File: src/rtl/vec_irq_pkg.sv
package vec_irq_pkg;
    localparam int NSRC   = 2;
    localparam int IDX_W  = (NSRC > 1) ? $clog2(NSRC) : 1;
    localparam int ADDR_W = 2;
    localparam int REG_W  = NSRC;

    localparam logic [ADDR_W-1:0] ADR_GIE  = 2'd0;
    localparam logic [ADDR_W-1:0] ADR_EN   = 2'd1;
    localparam logic [ADDR_W-1:0] ADR_FLAG = 2'd2;

    typedef enum logic {
        ST_IDLE = 1'b0,
        ST_REQ  = 1'b1
    } arb_state_t;
endpackage

File: src/rtl/irq_src_cell.sv
module irq_src_cell #(
    parameter int EVT_W = 3
) (
    input  logic             clk,
    input  logic             rst_n,
    input  logic [EVT_W-1:0] evt,
    input  logic             en_we,
    input  logic             en_wd,
    input  logic             flg_we,
    input  logic             flg_wd,
    input  logic             clr,
    output logic             en,
    output logic             flag
);
    logic hit;
    assign hit = |evt;

    always_ff @(posedge clk or negedge rst_n) begin
        if (!rst_n) begin
            en   <= 1'b0;
            flag <= 1'b0;
        end else begin
            if (en_we) en <= en_wd;
            // an arriving event beats both the write and the auto-clear
            if (hit)         flag <= 1'b1;
            else if (flg_we) flag <= flg_wd;
            else if (clr)    flag <= 1'b0;
        end
    end

    // any event leaves the flag set
    a_r9_evt_sets_flag: assert property (@(posedge clk) disable iff (!rst_n)
        hit |=> flag);
    // a service clear with no competing event or write empties the flag
    a_r8_clear_flag: assert property (@(posedge clk) disable iff (!rst_n)
        (clr && !hit && !flg_we) |=> !flag);
endmodule

File: src/rtl/irq_arbiter.sv
module irq_arbiter
    import vec_irq_pkg::*;
(
    input  logic             clk,
    input  logic             rst_n,
    input  logic             gie,
    input  logic [NSRC-1:0]  pend,
    input  logic             stack_full,
    input  logic             vec_ack,
    output logic             vec_req,
    output logic [IDX_W-1:0] vec_idx,
    output logic [NSRC-1:0]  svc_clr
);
    arb_state_t       state, state_nx;
    logic [IDX_W-1:0] idx_q, win;
    logic             go;

    always_comb begin
        win = '0;
        for (int i = NSRC - 1; i >= 0; i--)
            if (pend[i]) win = IDX_W'(i);
    end

    assign go = gie && (|pend) && !stack_full;

    always_comb begin
        state_nx = state;
        unique case (state)
            ST_IDLE: if (go)      state_nx = ST_REQ;   // IDLE_TO_REQ
            ST_REQ:  if (vec_ack) state_nx = ST_IDLE;  // REQ_TO_IDLE
            default: state_nx = ST_IDLE;
        endcase
    end

    always_ff @(posedge clk or negedge rst_n) begin
        if (!rst_n) begin
            state <= ST_IDLE;
            idx_q <= '0;
        end else begin
            state <= state_nx;
            if (state == ST_IDLE && go) idx_q <= win;
        end
    end

    always_comb begin
        vec_req = 1'b0;
        svc_clr = '0;
        unique case (state)
            ST_IDLE: vec_req = 1'b0;
            ST_REQ: begin
                vec_req = 1'b1;
                if (vec_ack) svc_clr[idx_q] = 1'b1;
            end
            default: vec_req = 1'b0;
        endcase
    end
    assign vec_idx = idx_q;

    // a request only starts from a fully enabled pending source with stack room
    a_r4_gate: assert property (@(posedge clk) disable iff (!rst_n)
        $rose(vec_req) |-> $past(gie && (|pend) && !stack_full));
    // a waiting request is held with a stable index
    a_r6_hold: assert property (@(posedge clk) disable iff (!rst_n)
        (vec_req && !vec_ack) |=> (vec_req && $stable(vec_idx)));
    // the serial source wins whenever it was pending
    a_r5_prio: assert property (@(posedge clk) disable iff (!rst_n)
        ($rose(vec_req) && $past(pend[0])) |-> (vec_idx == '0));
    // at most one flag is cleared per service
    a_r8_one_clear: assert property (@(posedge clk) disable iff (!rst_n)
        $onehot0(svc_clr));
endmodule

File: src/rtl/vec_irq_ctrl.sv
module vec_irq_ctrl
    import vec_irq_pkg::*;
#(
    parameter int SER_EVT_W  = 3,
    parameter int UART_EVT_W = 6
) (
    input  logic                  clk,
    input  logic                  rst_n,
    input  logic [SER_EVT_W-1:0]  ser_evt,
    input  logic [UART_EVT_W-1:0] uart_evt,
    input  logic                  stack_full,
    input  logic                  reg_we,
    input  logic [ADDR_W-1:0]     reg_addr,
    input  logic [REG_W-1:0]      reg_wdata,
    output logic [REG_W-1:0]      reg_rdata,
    input  logic                  vec_ack,
    output logic                  vec_req,
    output logic [IDX_W-1:0]      vec_idx
);
    logic            gie;
    logic [NSRC-1:0] en, flag, svc_clr;
    logic            we_gie, we_en, we_flag;
    logic            unused_wd;

    assign we_gie    = reg_we && (reg_addr == ADR_GIE);
    assign we_en     = reg_we && (reg_addr == ADR_EN);
    assign we_flag   = reg_we && (reg_addr == ADR_FLAG);
    assign unused_wd = ^reg_wdata[REG_W-1:1];

    always_ff @(posedge clk or negedge rst_n) begin
        if (!rst_n)        gie <= 1'b0;
        else if (we_gie)   gie <= reg_wdata[0];
        else if (|svc_clr) gie <= 1'b0;
    end

    irq_src_cell #(.EVT_W(SER_EVT_W)) u_ser (
        .clk(clk), .rst_n(rst_n), .evt(ser_evt),
        .en_we(we_en), .en_wd(reg_wdata[0]),
        .flg_we(we_flag), .flg_wd(reg_wdata[0]),
        .clr(svc_clr[0]), .en(en[0]), .flag(flag[0]));

    irq_src_cell #(.EVT_W(UART_EVT_W)) u_uart (
        .clk(clk), .rst_n(rst_n), .evt(uart_evt),
        .en_we(we_en), .en_wd(reg_wdata[1]),
        .flg_we(we_flag), .flg_wd(reg_wdata[1]),
        .clr(svc_clr[1]), .en(en[1]), .flag(flag[1]));

    irq_arbiter u_arb (
        .clk(clk), .rst_n(rst_n), .gie(gie), .pend(en & flag),
        .stack_full(stack_full), .vec_ack(vec_ack),
        .vec_req(vec_req), .vec_idx(vec_idx), .svc_clr(svc_clr));

    always_comb begin
        unique case (reg_addr)
            ADR_GIE:  reg_rdata = {{(REG_W-1){1'b0}}, gie};
            ADR_EN:   reg_rdata = en;
            ADR_FLAG: reg_rdata = flag;
            default:  reg_rdata = '0;
        endcase
    end

    // an accepted service drops the global enable unless software rewrites it
    a_r7_gie_clear: assert property (@(posedge clk) disable iff (!rst_n)
        (vec_req && vec_ack && !we_gie) |=> !gie);
endmodule

File: config.mk
export PLATFORM = sky130hd
export DESIGN_NAME = vec_irq_ctrl
export DESIGN_NICKNAME = d
export VERILOG_FILES = /design/src/rtl/vec_irq_pkg.sv /design/src/rtl/irq_src_cell.sv /design/src/rtl/irq_arbiter.sv /design/src/rtl/vec_irq_ctrl.sv
export SDC_FILE = /design/constraint.sdc
export NUM_CORES = 1
export LEC_CHECK = 0
export BUFFER_PORTS_ARGS = -buffer_cell sky130_fd_sc_hd__buf_2
export CAP_MARGIN = 20
export CORE_AREA = 2 2 42 44
export DETAILED_ROUTE_END_ITERATION = 7
export DIE_AREA = 0 0 44 46
export SLEW_MARGIN = 0
export SYNTH_ARGS = -nofsm -noshare
export SYNTH_HDL_FRONTEND = slang
export SYNTH_SLANG_ARGS = --single-unit
export TNS_END_PERCENT = 20
File: constraint.sdc
create_clock -name clk -period 0.9 [get_ports clk]
set_input_delay 0.09 -clock clk [delete_from_list [all_inputs] [get_ports clk]]
set_output_delay 0.09 -clock clk [all_outputs]
set_load 0.005 [all_outputs]
Word level (Yosys, flattened, before mapping)
Index checks and enable logic that the tools add are counted.
{"block": "op_classes", "div": 0, "shift": 0, "n_bitwise": 2, "addsub": 0, "mul": 0, "n_eq_ne": 2, "n_mux": 19, "order_cmp": 2, "reduce_logical": 16}
{"cell": "2-to-1 mux 1 bit", "n": 13}
{"cell": "logical AND 1 bit", "n": 7}
{"cell": "one-hot mux 2 bit (3 select lines)", "n": 1}
{"cell": "nonzero test 3 bit", "n": 2}
{"cell": "OR reduction 6 bit", "n": 1}
{"cell": "2-to-1 mux 2 bit", "n": 2}
{"cell": "one-hot mux 1 bit (2 select lines)", "n": 2}
{"cell": "OR reduction 2 bit", "n": 2}
{"cell": "OR reduction 3 bit", "n": 1}
{"cell": "bitwise AND 2 bit", "n": 1}
{"cell": "equality test 2 x 1 -> 1 bit (second input constant)", "n": 1}
{"cell": "equality test 2 bit (second input constant)", "n": 1}
{"cell": "logical NOT 2 bit", "n": 1}
{"cell": "< comparator 1 x 2 -> 1 bit (second input constant)", "n": 1}
{"cell": "nonzero test 2 bit", "n": 1}
{"cell": "demux 1 bit (select 1 bit)", "n": 1}
{"cell": ">= comparator 1 bit (second input constant)", "n": 1}
{"cell": "logical NOT 1 bit", "n": 1}
{"cell": "NOT 1 bit", "n": 1}
{"block": "word_totals", "ff_bits": 7, "rom_bits": 0, "output_inout_bits": 4, "memories": 0, "ramBits": 0, "in_bits": 18, "latchBits": 0}

Depth between registers and ports, before layout
Gate-level depths: netlist of run 1.
{"block": "depth", "ltp_word": 9, "depth_mapped": 3, "mapped_depth_nobuf": 3}

By module
From an unflattened synthesis of run 1, not the netlist that was laid out.
{"block": "unflattened", "cells_unflattened": 40, "hier_area_um2": 422.9}
{"mod": "vec_irq_ctrl", "area_per_inst_um2": 130.1, "seq_area_each_um2": 25.0, "cells_each": 14, "instances": 1}
{"mod": "irq_arbiter", "area_per_inst_um2": 117.6, "seq_area_each_um2": 50.0, "cells_each": 12, "instances": 1}
{"mod": "irq_src_cell at u_uart", "area_per_inst_um2": 93.8, "seq_area_each_um2": 50.0, "cells_each": 8, "instances": 1}
{"mod": "irq_src_cell at u_ser", "area_per_inst_um2": 81.3, "seq_area_each_um2": 50.0, "cells_each": 6, "instances": 1}

Least setup slack after synthesis of run 1
No wires, ideal clock.
{"block": "synth_timing", "kind": "input port to flip-flop", "from": "input port uart_evt[1]", "to": "register u_uart.flag", "arrival_time_ns": 1.007, "stages": 3, "path_buffers": 0, "path_slack_ns": -0.241, "setup_time_ns": 0.134, "path_cell_list": "or4_4 -> a2111oi_2 -> o21ai_1"}
{"block": "synth_between", "elab_chain_len": 2}
{"item": "from (decl)", "line": "vec_irq_ctrl.sv:10", "text": "input logic [UART_EVT_W-1:0] uart_evt,"}
{"item": "OR reduction 6 bit (*)", "line": "irq_src_cell.sv:16", "text": "assign hit = |evt;"}
{"item": "nonzero test 3 bit (no source line) / 2-to-1 mux 1 bit (equally long branches)"}
{"item": "to (signal assigned)", "line": "irq_src_cell.sv:26", "text": "else if (flg_we) flag <= flg_wd;"}
{"item": "to (decl)", "line": "irq_src_cell.sv:13", "text": "output logic flag"}
Mark *: on every way between the ends. The rest lies on a longest branch, timed or not.
A chain may end at the register's enable or synchronous reset.

Worst setup path in the final report of run 1
{"block": "layout_timing", "from": "register gie", "to": "output port reg_rdata[0]"}
{"block": "layout_between", "elab_chain_len": 1}
{"item": "from (decl)", "line": "vec_irq_ctrl.sv:20", "text": "logic gie;"}
{"item": "from (signal assigned)", "line": "vec_irq_ctrl.sv:32", "text": "else if (we_gie) gie <= reg_wdata[0];"}
{"item": "one-hot mux 2 bit (3 select lines)", "line": "vec_irq_ctrl.sv:54", "text": "unique case (reg_addr)"}
{"item": "to (decl)", "line": "vec_irq_ctrl.sv:15", "text": "output logic [REG_W-1:0] reg_rdata,"}
No other way between the ends.

==> flow_summary.toml, run 1 <==
[routing]
drtAntennaViolNets = 0
initialDrtViolationCount = 8
drc = 0
wl_per_cell_um = 11.4
route.vias.total = 432
dr.pass1.iters = 4
wirelength_mm = 1.02
via_per_inst = 4.80

[cells_and_area]
finalNetCount = 92
area_delta_synth_final_pct = 67.0
nFillCells = 180
final_layout_size_suffix_gt1_frac = 0.521
final_area_um2 = 627
layoutNonFillerInstCount = 90
antennaDiodeCount = 0

[cts]
htreeDepth = 1
path_clk_slew_ns = 0.05
tritoncts = "done"
cts_buffer_depth = 2
cts_buffers = 3
cts_num_sinks = 7
cts-root-buf = "clkbuf_4"
clk-insertion-delay-late_ns = 0.25

[timing]
max_clock_freq_mhz = 942
worst_pin_slew_ns = 0.357
setup_viol = 5
rsz0062_at_grt = "yes"
fin_worst_skew_ns = 0.00316
slew_headroom = 0.756
finalCritPeriodShare = 1.18
final_max_slew_viol_count = 0
hold_violations = 0
fin_ws_ns = -0.161
layout_min_cycle_time_ns = 1.06

[hold_path]
hold_class = "in2reg"
hold_start = "vec_ack"

[worst_setup_path]
worst-path-buf-inv = 1
cpMaxStageDelayCell = "dfrtp_1"
slowest_delay_ns = 0.39
end_kind = "output port"
cp-start-kind = "register"
cp.required_ns = 0.81
critPathMaxFanout = 3
path_cells = "mux2i_1 -> o21ai_1 -> buf_2"
crit_type = "reg2out"
arrival_ns = 0.97
r2r-start = "u_arb.state$_DFF_PN0_"
crit_family = "flip-flops"
worstSetupStartpoint = "gie$_DFFE_PN0P_"

[synthesis]
synth_nets = 56
yosys.cell_count.top_type = "nand2_1"
syn_area_um2 = 375
netlist.top_cell.by_area = "dfrtp_1"
yosysTopAreaCellShare = 0.467
ys_ff_latch = 7
synth_cell_type_count = 17
synthCells = 38
synth_common_cells = "8 x nand2_1, 7 x dfrtp_1, 5 x o21ai_0"
synth_ff_type = "dfrtp_1"
ys_seq_area_frac = 0.467
yosys_warnings = 0
synthArstFlopShare = 1.00
synthTopCellsByArea = "dfrtp_1 47%, nand2_1 8.0%, o21ai_0 6.7%"
synth_edf_count = 0
syn_area_per_cell_um2 = 9.88

[pwr]
ir_worst_vdd_mv = 0.514
finalPower_w = 0.00103
leakagePower_nw = 0.300
power_density_mw_per_mm2 = 1650

[global_route]
grt_antenna_before_repair = 0
grt_pass1_wl_mm = 1.61
overflow = 0
grt_use_total = 0.114
grt_pass1_vias = 399
grt_max_degree = 8

[outcome]
violations = "negative setup slack"
status = "complete, but fails checks"

[floorplanning]
core_area_mm2 = 0.00161
dieArea_mm2 = 0.00202
rows = 15
initial_core_util = 0.233
die_x_um = 44
pin_count = 22
chipHeight_um = 46

[job]
cap_violations = 0

[placement]
port_buffers = 21
place_inst = 82
place_area_um2 = 564
hpwl_um = 825
pre_cts_ws_ns = -0.262
gp_routability_congestion = 0.728
[layout by cell type, fill, tap and decap left out]
master / n
a2111oi_4: 1
or4_4: 1
nor3b_2: 1
a22o_1: 1
nand2_1: 8
dlygate4sd3_1: 1
mux2i_1: 1
buf_6: 1
nor3b_1: 1
a2111oi_0: 1
nand3_1: 1
o21ai_1: 7
and3b_1: 1
clkbuf_1: 1
nand3b_1: 1
a31oi_1: 2
clkbuf_4: 3
mux2_2: 2
dfrtp_1: 7
nor2b_1: 1
buf_2: 21
inv_1: 1
buf_4: 8
[state kept, by name, summed over array words and instances (netlist names)]
name and flops:
u_arb.state 1, gie 1, u_arb.vec_idx 1, u_ser.en 1
u_uart.en 1, u_ser.flag 1, u_uart.flag 1
[worst paths after layout]
| path | to | slack, ns | cells past startpoint |
|---|---|---|---|
| worst max-delay path | reg_rdata[0] | -0.16 | 3 |
| worst min register to register | u_arb.vec_idx$_DFFE_PN0P_ | 0.54 | 1 |
| min in group asynchronous | u_uart.en$_DFFE_PN0P_ | 0.21 | 2 |
| max in group asynchronous | u_ser.flag$_DFFE_PN0P_ | 0.52 | 2 |
| worst max register to register | u_arb.vec_idx$_DFFE_PN0P_ | -0.07 | 3 |
| worst min-delay path | u_arb.state$_DFF_PN0_ | 0.04 | 2 |
[cells by family (layout without fill, tap and decap cells)]
kind of cell / count (synthesis) / after routing / synth area share
simple gates: 15 / 15 / 0.223
flops: 7 / 7 / 0.467
compound gates: 12 / 12 / 0.213
buf+inv: 1 / 36 / 0.00999
mux: 3 / 3 / 0.0867
[final cells by class]
| type | instances | area (µm²) | area share |
|---|---|---|---|
| Clock buffer | 4 | 26.3 | 0.0419 |
| Inverter | 1 | 3.75 | 0.00599 |
| Multi-Input combinational cell | 30 | 214 | 0.341 |
| Sequential cell | 7 | 175 | 0.279 |
| Tap cell | 17 | 21.3 | 0.0339 |
| Timing Repair Buffer | 31 | 186 | 0.297 |
[worst reg2reg max path, delay by kind of cell (launching register included)]
family	cells	cell delay, ns
AOI/OAI and AO/OA	2	0.27
and+or+nand+nor	1	0.23
DFF	1	0.39
[metal layers]
metal	up-vias	routed length, µm	track usage
met5	-	0	0
met2	22	491	0.182
met4	0	10	0.0727
li1	211	-	-
met3	2	85	0.0278
met1	197	437	0.137
[per-stage QoR]
step / hold WS (ns) / TNS (ns) / util
after detailed placement: -0.0634 / -0.595 / 0.350
after CTS: 0.0340 / -0.497 / 0.384
final: 0.0402 / -0.362 / 0.388
after global placement: -0.0646 / -0.496 / 0.350
after global routing: 0.0563 / -0.930 / 0.388
after floorplan: -0.206 / -0.153 / -
[what timing repair did]
item,CTS,global route
endpoints found under the setup margin,5,9
pin swaps,2,1
hold buffers,1,0
resized for setup,5,1
endpoints found under the hold margin,7,0
buffers inserted,2,1
[report_power, final]
part	total, W	internal [W]	switching (W)
sequential	0.000427	0.000375	0.0000521
clock	0.000286	0.000169	0.000117
combinational	0.000318	0.000188	0.000130
total	0.00103	0.000733	0.000299
Note: power is estimated with default switching activity, not from simulation.
==> inputs of run 2 (changes only) <==
--- a/config.mk
+++ b/config.mk
@@ -10,6 +10,7 @@
 export CORE_AREA = 2 2 42 44
 export DETAILED_ROUTE_END_ITERATION = 7
 export DIE_AREA = 0 0 44 46
+export REMOVE_ABC_BUFFERS = 1
 export SLEW_MARGIN = 0
 export SYNTH_ARGS = -nofsm -noshare
 export SYNTH_HDL_FRONTEND = slang
==> flow_summary.toml, run 2 (same netlist as run 1, synthesis figures left out) <==
[outcome]
status = "complete, but fails checks"
violations = "negative setup slack"

[routing]
drtAntennaViolNets = 0
wl_met2_um = 398
initialDrtViolationCount = 4
route.vias.total = 402
dr.pass1.iters = 4
highest_layer = "met3"
wl_per_cell_um = 10.1
via_per_inst = 4.62
drc = 0
wl_met3_um = 81
met1_length_um = 401
wirelength_um = 881

[floorplanning]
die_x_um = 44
chipHeight_um = 46
pin_count = 22
rows = 15
core_area_mm2 = 0.00161
initial_core_util = 0.233
dieArea_mm2 = 0.00202

[placement]
gp_routability_congestion = 0.719
place_inst = 82
pre_cts_ws_ns = -0.379
place_area_um2 = 547
hpwl_um = 747
port_buffers = 21

[cts]
tritoncts = "done"
path_clk_slew_ns = 0.05
cts_buffer_depth = 2
post-cts-setup-buffers = 0
htreeDepth = 1
cts-root-buf = "clkbuf_4"
clk-insertion-delay-late_ns = 0.25
cts_num_sinks = 7
cts_buffers = 3

[pwr]
internal_power_w = 0.000709
clock_power_share = 0.287
ir_worst_vdd_mv = 0.564
switching_power_w = 0.000282
switching_share = 0.284
p_comb_frac = 0.282
leakagePower_nw = 0.283
finalPower_w = 0.000991
power_density_mw_per_mm2 = 1650
seqPwrFrac = 0.431

[hold_path]
hold_class = "in2reg"

[worst_setup_path]
crit_type = "reg2out"
worst-path-buf-inv = 2
cp.required_ns = 0.81
r2r_slack_ns = -0.16
arrival_ns = 1.07
crit_family = "flip-flops"
slowest_delay_ns = 0.38
cp-start-kind = "register"
critPathMaxFanout = 2
path_cells = "buf_6 -> mux2i_1 -> o21ai_1 -> buf_2"
end_kind = "output port"
cpMaxStageDelayCell = "dfrtp_1"

[timing]
rsz0062_at_grt = "yes"
worst_pin_slew_ns = 0.373
fin_worst_skew_ns = 0.00203
final_max_slew_viol_count = 0
fin_ws_ns = -0.257
max_clock_freq_mhz = 864
layout_min_cycle_time_ns = 1.16
setup_viol = 5
slew_headroom = 0.745
finalCritPeriodShare = 1.29
hold_violations = 0

[cells_and_area]
finalNetCount = 89
final_area_um2 = 602
final_cell_mix = "21 x buf_2, 7 x nand2_1, 7 x dfrtp_1"
final_common_cell = "buf_2"
final_layout_size_suffix_gt1_frac = 0.500
antennaDiodeCount = 0
layoutNonFillerInstCount = 87
final_util = 0.373
area_delta_synth_final_pct = 60.3

[global_route]
grt_antenna_before_repair = 0
grt_pass1_vias = 352
grt_pass1_wl_mm = 1.50
overflow = 0
grt_max_degree = 8
grt_use_total = 0.109

[job]
cap_violations = 0
-- run 2: cell types whose count changed in the layout (fill, tap and decap cells not counted) --
cell | before | now
buf_4 | 8 | 5
o21ai_0 | 0 | 2
o21ai_1 | 7 | 5
nand2_1 | 8 | 7
nand2_2 | 0 | 1
nor3b_1 | 1 | 2
nor3b_2 | 1 | 0
-- run 2: repair_timing --
action                                  in CTS  in global routing
endpoints found under the setup margin       7                  9
endpoints found under the hold margin        7                  0
hold buffers                                 1                  0
resized for setup                            5                  1
pin swaps                                    2                  1
-- run 2: path summary, 6_finish.rpt --
kind	startpoint	endpoint	depth (start not counted)
setup / recovery	gie$_DFFE_PN0P_	reg_rdata[0]	4
hold / removal	vec_ack	u_arb.state$_DFF_PN0_	2
hold reg to reg	u_ser.flag$_DFFE_PN0P_	u_arb.vec_idx$_DFFE_PN0P_	1
min in group asynchronous	rst_n	u_uart.en$_DFFE_PN0P_	2
setup reg to reg	u_arb.state$_DFF_PN0_	u_arb.vec_idx$_DFFE_PN0P_	3
max in group asynchronous	rst_n	u_arb.state$_DFF_PN0_	2
-- run 2: power groups by stage --
stage	Clock, W	Sequential (W)	Combinational, W
2_1_floorplan	0	0.000430	0.000107
3_3_place_gp	0	0.000430	0.000260
3_5_place_dp	0	0.000433	0.000264
4_1_cts	0.000299	0.000430	0.000281
5_1_grt	0.000315	0.000441	0.000318
6_report	0.000284	0.000427	0.000279
-- run 2: final cells by class --
cell class	count	area [µm²]
Sequential cell	7	175
Clock buffer	4	26.3
Multi-Input combinational cell	30	211
Timing Repair Buffer	28	164
Fill cell	183	1010
Inverter	1	3.75
Tap cell	17	21.3
-- run 2: per-stage QoR --
step | setup TNS [ns] | hold WS (ns)
6_report | -0.629 | 0.0586
5_1_grt | -1.19 | 0.0760
4_1_cts | -0.731 | 0.0483
3_5_place_dp | -0.854 | -0.0627
3_3_place_gp | -0.746 | -0.0672
2_1_floorplan | -0.371 | -0.206
-- run 2: layer usage --
metal,vias to the layer above,GRT usage
met4,0,0.0727
met2,19,0.156
met5,-,0
li1,208,-
met1,175,0.129
met3,0,0.0516
